==> src/rtl/spa_pkg.sv <==
package spa_pkg;

  // Number of tree levels needed so that RADIX**levels covers n elements.
  function automatic int unsigned tree_levels(input int unsigned n, input int unsigned r);
    int unsigned span;
    int unsigned lv;
    span = 1;
    lv   = 0;
    while (span < n) begin
      span = span * r;
      lv   = lv + 1;
    end
    return lv;
  endfunction

  // Merge up to four spans. Index 0 is the most significant span (the node itself).
  function automatic logic fold_g(input logic [3:0] g, input logic [3:0] p, input int unsigned r);
    logic ga;
    logic pa;
    ga = g[0];
    pa = p[0];
    for (int m = 1; m < 4; m++) begin
      if (m < r) begin
        ga = ga | (pa & g[m]);
        pa = pa & p[m];
      end
    end
    return ga;
  endfunction

  function automatic logic fold_p(input logic [3:0] p, input int unsigned r);
    logic pa;
    pa = p[0];
    for (int m = 1; m < 4; m++) begin
      if (m < r) pa = pa & p[m];
    end
    return pa;
  endfunction

endpackage

==> src/rtl/spa_group.sv <==
module spa_group #(
  parameter int unsigned K = 4
) (
  input  logic [K-1:0] a,
  input  logic [K-1:0] b,
  output logic         grp_g,
  output logic         grp_p,
  output logic [K-1:0] sum0,
  output logic [K-1:0] sum1
);

  // Local ripple sum of one group for a given assumed carry-in.
  function automatic logic [K-1:0] local_sum(input logic [K-1:0] x, input logic [K-1:0] y,
                                             input logic c_in);
    logic [K-1:0] s;
    logic         c;
    logic         h;
    c = c_in;
    for (int i = 0; i < K; i++) begin
      h    = x[i] ^ y[i];
      s[i] = h ^ c;
      c    = (x[i] & y[i]) | (h & c);
    end
    return s;
  endfunction

  // Group generate and propagate for the tree (propagate in OR form).
  always_comb begin
    grp_g = 1'b0;
    grp_p = 1'b1;
    for (int i = 0; i < K; i++) begin
      grp_g = (a[i] & b[i]) | ((a[i] | b[i]) & grp_g);
      grp_p = grp_p & (a[i] | b[i]);
    end
  end

  assign sum0 = local_sum(a, b, 1'b0);
  assign sum1 = local_sum(a, b, 1'b1);

endmodule

==> src/rtl/spa_prefix_tree.sv <==
module spa_prefix_tree
  import spa_pkg::*;
#(
  parameter int unsigned N     = 17,
  parameter int unsigned RADIX = 4
) (
  input  logic [N-1:0] g_in,
  input  logic [N-1:0] p_in,
  output logic [N-1:0] g_out
);

  localparam int unsigned LEVELS = tree_levels(N, RADIX);

  logic [LEVELS:0][N-1:0]   lg;
  logic [LEVELS-1:0][N-1:0] lp;

  assign lg[0] = g_in;
  assign lp[0] = p_in;

  for (genvar l = 0; l < LEVELS; l++) begin : g_lvl
    localparam int SPAN = RADIX ** l;
    for (genvar i = 0; i < N; i++) begin : g_node
      logic [3:0] og;
      logic [3:0] op;
      for (genvar m = 0; m < 4; m++) begin : g_opnd
        if ((m < RADIX) && (i - m * SPAN >= 0)) begin : g_live
          assign og[m] = lg[l][i - m * SPAN];
          assign op[m] = lp[l][i - m * SPAN];
        end else begin : g_idle
          assign og[m] = 1'b0;
          assign op[m] = 1'b1;
        end
      end
      assign lg[l+1][i] = fold_g(og, op, RADIX);
      if (l + 1 < LEVELS) begin : g_keep_p
        assign lp[l+1][i] = fold_p(op, RADIX);
      end
    end
  end

  assign g_out = lg[LEVELS];

endmodule

==> src/rtl/spa_adder.sv <==
module spa_adder #(
  parameter int unsigned WIDTH   = 64,
  parameter int unsigned RADIX   = 4,
  parameter int unsigned SPARSE  = 4,
  parameter bit          OUT_REG = 1'b1
) (
  input  logic             clk,
  input  logic             rst_n,
  input  logic [WIDTH-1:0] a,
  input  logic [WIDTH-1:0] b,
  input  logic             cin,
  output logic [WIDTH-1:0] sum,
  output logic             cout
);

  // RADIX must be 2 or 4; SPARSE must be 1, 2 or 4 and divide WIDTH.
  localparam int unsigned NG = WIDTH / SPARSE;
  localparam int unsigned NE = NG + 1;

  // Element 0 stands for the carry-in; element g+1 is group g.
  logic [NE-1:0]    elem_g;
  logic [NE-1:0]    elem_p;
  logic [NE-1:0]    pfx_carry;   // carry into group g, pfx_carry[NG] = carry out
  logic [WIDTH-1:0] cond_sum0;
  logic [WIDTH-1:0] cond_sum1;
  logic [WIDTH-1:0] raw_sum;
  logic             raw_cout;

  assign elem_g[0] = cin;
  assign elem_p[0] = 1'b0;

  for (genvar gi = 0; gi < NG; gi++) begin : g_grp
    spa_group #(.K(SPARSE)) u_grp (
      .a     (a[gi*SPARSE +: SPARSE]),
      .b     (b[gi*SPARSE +: SPARSE]),
      .grp_g (elem_g[gi+1]),
      .grp_p (elem_p[gi+1]),
      .sum0  (cond_sum0[gi*SPARSE +: SPARSE]),
      .sum1  (cond_sum1[gi*SPARSE +: SPARSE])
    );
    assign raw_sum[gi*SPARSE +: SPARSE] = pfx_carry[gi] ? cond_sum1[gi*SPARSE +: SPARSE]
                                                        : cond_sum0[gi*SPARSE +: SPARSE];
  end

  spa_prefix_tree #(.N(NE), .RADIX(RADIX)) u_tree (
    .g_in  (elem_g),
    .p_in  (elem_p),
    .g_out (pfx_carry)
  );

  assign raw_cout = pfx_carry[NG];

  if (OUT_REG) begin : g_reg
    always_ff @(posedge clk or negedge rst_n) begin
      if (!rst_n) begin
        sum  <= '0;
        cout <= 1'b0;
      end else begin
        sum  <= raw_sum;
        cout <= raw_cout;
      end
    end
  end else begin : g_comb
    assign sum  = raw_sum;
    assign cout = raw_cout;
  end

endmodule

==> config.mk <==
export PLATFORM = sky130hd
export DESIGN_NAME = spa_adder
export DESIGN_NICKNAME = d
export VERILOG_FILES = /design/src/rtl/spa_pkg.sv /design/src/rtl/spa_group.sv /design/src/rtl/spa_prefix_tree.sv /design/src/rtl/spa_adder.sv
export SDC_FILE = /design/constraint.sdc
export NUM_CORES = 1
export LEC_CHECK = 0
export BUFFER_PORTS_ARGS = -buffer_cell sky130_fd_sc_hd__buf_2
export CAP_MARGIN = 15
export CORE_UTILIZATION = 54
export DETAILED_ROUTE_END_ITERATION = 6
export GPL_TIMING_DRIVEN = 0
export MAX_ROUTING_LAYER = met4
export PLACE_DENSITY = 0.82
export SETUP_SLACK_MARGIN = 0.1
export SYNTH_ARGS = -nofsm -noshare
export SYNTH_HDL_FRONTEND = slang
export SYNTH_HIERARCHICAL = 1
export SYNTH_SLANG_ARGS = --single-unit
==> constraint.sdc <==
create_clock -name clk -period 0.8 [get_ports clk]
set_input_delay 0.08 -clock clk [delete_from_list [all_inputs] [get_ports clk]]
set_output_delay 0.08 -clock clk [all_outputs]
set_load 0.1 [all_outputs]
* Word-level counts from Yosys, hierarchy flattened
Index checks and enable logic that the tools add are counted.
Word-level totals: bits in registers 65, bits of input ports 131
Operators by class: mux-type cells 16, bitwise gates (word level) 795
Operator list (number):
- AND 1 bit | 354
- OR 1 bit | 265
- bitwise XOR 1 bit | 160
- two-way mux 4 bit | 16
- inverter 1 bit | 16

* Longest topological paths before layout
depth in word-level cells 16, gate-level depth with buffers 12, mapped depth without buffers 12

* Cells and area by module
The synthesis kept the hierarchy.
Modules (own cells, without submodules):
- spa_group | instances 16, cells each 30, area an instance 257.7 µm²
- spa_adder | instances 1, cells each 130, area an instance 2351.0 µm²
- spa_prefix_tree | instances 1, cells each 63, area an instance 379.1 µm²

* Worst setup path before layout
OpenSTA, ideal clock, no wires.
path type input port to flip-flop, start input port a[0], end register sum[28], library setup time 125 ps, data arrival time 2205 ps, required time 675 ps, path slack -1530 ps, cell stages on the path 11, path buffers 0, cell sequence ha_1 inv_1 fa_1 nor3_1 a211o_1 a21o_1 nand4_1 nand2_2 a21oi_1 o21ai_0 mux2_2
Between the ends: word-level cells in the longest chain between the ends 13, elaborated cells between the ends (all ways) 19, those cells by class mux: 1; bitwise: 18
Ends and longest elaborated chain:
- from (decl) | line spa_adder.sv:9 | input logic [WIDTH-1:0] a,
- AND 1 bit (2 in a row) | line spa_group.sv:32 | grp_g = (a[i] & b[i]) | ((a[i] | b[i]) & grp_g);
- OR 1 bit | line spa_group.sv:32
- AND 1 bit | line spa_group.sv:32
- OR 1 bit | line spa_group.sv:32
- AND 1 bit | line spa_group.sv:32
- OR 1 bit | line spa_group.sv:32
- via elem_g[1] | line spa_adder.sv:21 | logic [NE-1:0] elem_g;
- AND 1 bit | line spa_pkg.sv:24 | ga = ga | (pa & g[m]);
- OR 1 bit (2 in a row) | line spa_pkg.sv:24
- AND 1 bit | line spa_pkg.sv:24
- OR 1 bit | line spa_pkg.sv:24
- via pfx_carry[7] | line spa_adder.sv:23 | logic [NE-1:0] pfx_carry;
- two-way mux 4 bit | line spa_adder.sv:41 | assign raw_sum[gi*SPARSE +: SPARSE] = pfx_carry[gi] ? cond_sum1[gi*SPARSE +: SPARSE]
- via raw_sum[28] | line spa_adder.sv:26 | logic [WIDTH-1:0] raw_sum;
- to (signal assigned) | line spa_adder.sv:59 | sum <= raw_sum;
- to (decl) | line spa_adder.sv:12 | output logic [WIDTH-1:0] sum,
The timed path passes the listed nets, and every way through them passes these cells.

* Final worst setup path
start input port b[4], end register sum[52]
Between the ends: word-level cells in the longest chain between the ends 13, elaborated cells between the ends (all ways) 20, those cells by class mux: 1; bitwise: 19
Ends and longest elaborated chain:
- from (decl) | line spa_adder.sv:10 | input logic [WIDTH-1:0] b,
- AND 1 bit (2 in a row) | line spa_group.sv:32
- OR 1 bit | line spa_group.sv:32
- AND 1 bit | line spa_group.sv:32
- OR 1 bit | line spa_group.sv:32
- AND 1 bit | line spa_group.sv:32
- OR 1 bit | line spa_group.sv:32
- via elem_g[2] | line spa_adder.sv:21
- AND 1 bit | line spa_pkg.sv:24
- OR 1 bit | line spa_pkg.sv:24
- AND 1 bit | line spa_pkg.sv:24
- OR 1 bit (2 in a row) | line spa_pkg.sv:24
- via pfx_carry[13] | line spa_adder.sv:23
- two-way mux 4 bit | line spa_adder.sv:41
- via raw_sum[52] | line spa_adder.sv:26
The timed path passes the listed nets, and every way through them passes these cells.

==> key figures <==
Run status
  • Outcome: complete, but fails checks
  • Failing checks: hold timing, setup timing

Placement
  • RePlAce Congestion: 0.819
  • Placed Cells: 1035
  • DP Area: 8590 sq um
  • IO buf count: 195
  • Dpl hpwl: 11900 microns

STA
  • Final hold vios: 65
  • Setup TNS: -92.26 ns
  • Max Fclk: 436 MHz
  • Slew Viols, Final: 0
  • Final Setup Violations: 129
  • Slew Limit Headroom: 0.576
  • Hold Slack: -0.265 ns
  • RSZ-0062 raised after global routing: true
  • Fin crit share: 2.87
  • Worst slew pin tran: 0.629 ns
  • Tmin final: 2.29 ns
  • Setup ws final: -1.49 ns

Cells and area
  • Multi-input logic area: 5090 sq um
  • P&R area growth vs syn: 55.1%
  • Fraction of layout instances using a drive strength above 1: 0.520
  • Layout Utilization: 0.870
  • Post-Layout Inst Area: 10600 sq um
  • Sequential Area: 1870 sq um
  • Cell Count, Final, Fillers Out: 1080
  • Final net count: 1215
  • # fillers: 569
  • Inserted Diodes: 0

Floorplan
  • Core Footprint: 12200 sq um
  • Row cnt: 40
  • Die area: 13100 sq um
  • Initial core utilization: 0.561
  • Io pins: 196
  • Vert. Die Dim: 115 microns
  • Die Width: 115 microns

Worst setup path
  • Top delay family on crit path: compound AO/OA/AOI/OAI gates
  • Crit Path Category: in2reg
  • WP data required: 1.02 ns
  • Most used cell, CP: inv_2
  • Worst Setup End Kind: flip-flop
  • Worst-path maximum fanout: 4
  • Arrival time worst endpoint: 2.51 ns
  • Worst path cell trace: buf_12 -> ha_4 -> inv_2 -> fa_2 -> nor3_2 -> a211o_1 -> a21o_1 -> a21oi_4 -> nand2_2 -> o31ai_4 -> inv_2 -> a211o_4 -> mux2_4
  • Critical path buffers and inverters: 3
  • Max stage delay cell, worst path: a211o_4
  • Startpoint types: input port
  • CP peak stage delay: 0.39 ns

Global route
  • First-pass GRT wire length: 30000 microns
  • Gr ovfl total: 0
  • Total track usage: 0.313
  • Vias in the first global route: 6240
  • Initial antenna violation count: 0
  • Largest net degree at the start of global routing: 66

Power and ir drop
  • Power Density: 2160 nW/um^2
  • P_leak: 5.47 nW
  • Tot Pwr: 23.0 mW
  • Maximum vdd drop: 2.03 mV

Worst hold path
  • Worst min path class: in2async

Clocking
  • Clock root buffer: clkbuf_16
  • Num CTS Buffers: 9
  • TritonCTS clock tree: done
  • CTS sink count: 65
  • H-tree levels: 3
  • Worst-path clk slew: 0.06 ns
  • Clock tree buffer depth: 2

Synthesis
  • Synth Warn #: 6
  • Average size of a mapped cell: 10.2 sq um
  • Synthesized area: 6850 sq um
  • Mapped Cells: 672
  • Mapped Nets: 979

Detailed routing
  • Routed Antenna Nets: 0
  • Routed via count: 5660
  • Wire per inst: 19.5 microns
  • Via density: 5.24
  • Detailed-router iteration count before antenna repair: 5
  • Final wirelength: 21000 microns
  • DR DRC count: 0
  • DR iter-0 viols: 359

Flow run
  • Max Cap Viol: 0
registers in the layout, indices dropped and copies added, names as in the netlist:
register and flops:
sum 64, cout 1
stage by stage:
stage | hold WS [ns] | setup slack (ns)
global route | -0.208 | -1.56
floorplan | -0.216 | -1.48
global placement | 0.490 | -2.14
CTS | -0.0991 | -1.46
detailed placement | 0.263 | -2.14
finish | -0.265 | -1.49
placed cells by master, fill, tap and decap left out, types with 15 or more instances in the layout:
cell,instances
a211o_1,15
buf_12,68
buf_2,121
buf_4,23
dfrtp_4,65
fa_1,50
ha_1,94
inv_1,203
inv_2,20
mux2_2,15
mux2_4,49
xor2_1,32
worst max-delay path by stage:
stage | from | endpoint | slack (ns) | cells after the start
after floorplan | a[20] | sum[52] | -1.48 | 12
after global placement | b[0] | sum[62] | -2.14 | 13
after detailed placement | b[0] | sum[62] | -2.14 | 13
after CTS | b[4] | sum[52] | -1.46 | 13
after global routing | b[20] | sum[59] | -1.56 | 14
final | b[4] | sum[52] | -1.49 | 13
report_power, final:
part,switching [mW],leakage (nW),internal [mW]
sequential,0.669,0.699,4.51
clock,1.49,0.128,2.16
combinational,8.59,4.64,5.56
total,10.7,5.47,12.2
cell type report:
type | count | area share
multi-input cells | 379 | 0.479
inverters | 227 | 0.0837
flip-flops and latches | 65 | 0.176
plain buffers | 1 | 0.000706
clock inverters | 3 | 0.00165
well taps | 168 | 0.0198
clock buffers | 12 | 0.0232
repair buffers | 225 | 0.216
metal layers:
| metal | global-route usage | vias to the layer above | part of all wire |
|---|---|---|---|
| li1 | - | 2515 | - |
| met1 | 0.313 | 2761 | 0.34 |
| met2 | 0.573 | 280 | 0.54 |
| met3 | 0.0672 | 104 | 0.062 |
| met4 | 0.162 | 0 | 0.055 |
| met5 | - | - | 0 |
timing repair:
action / in CTS / in global routing
gates resized for setup: 333 / 57
buffers inserted: 19 / 14
setup endpoints to repair: 129 / 177
pin swaps: 27 / 28
hold endpoints to repair: 65 / 65
(Power assumes the default switching activity.)
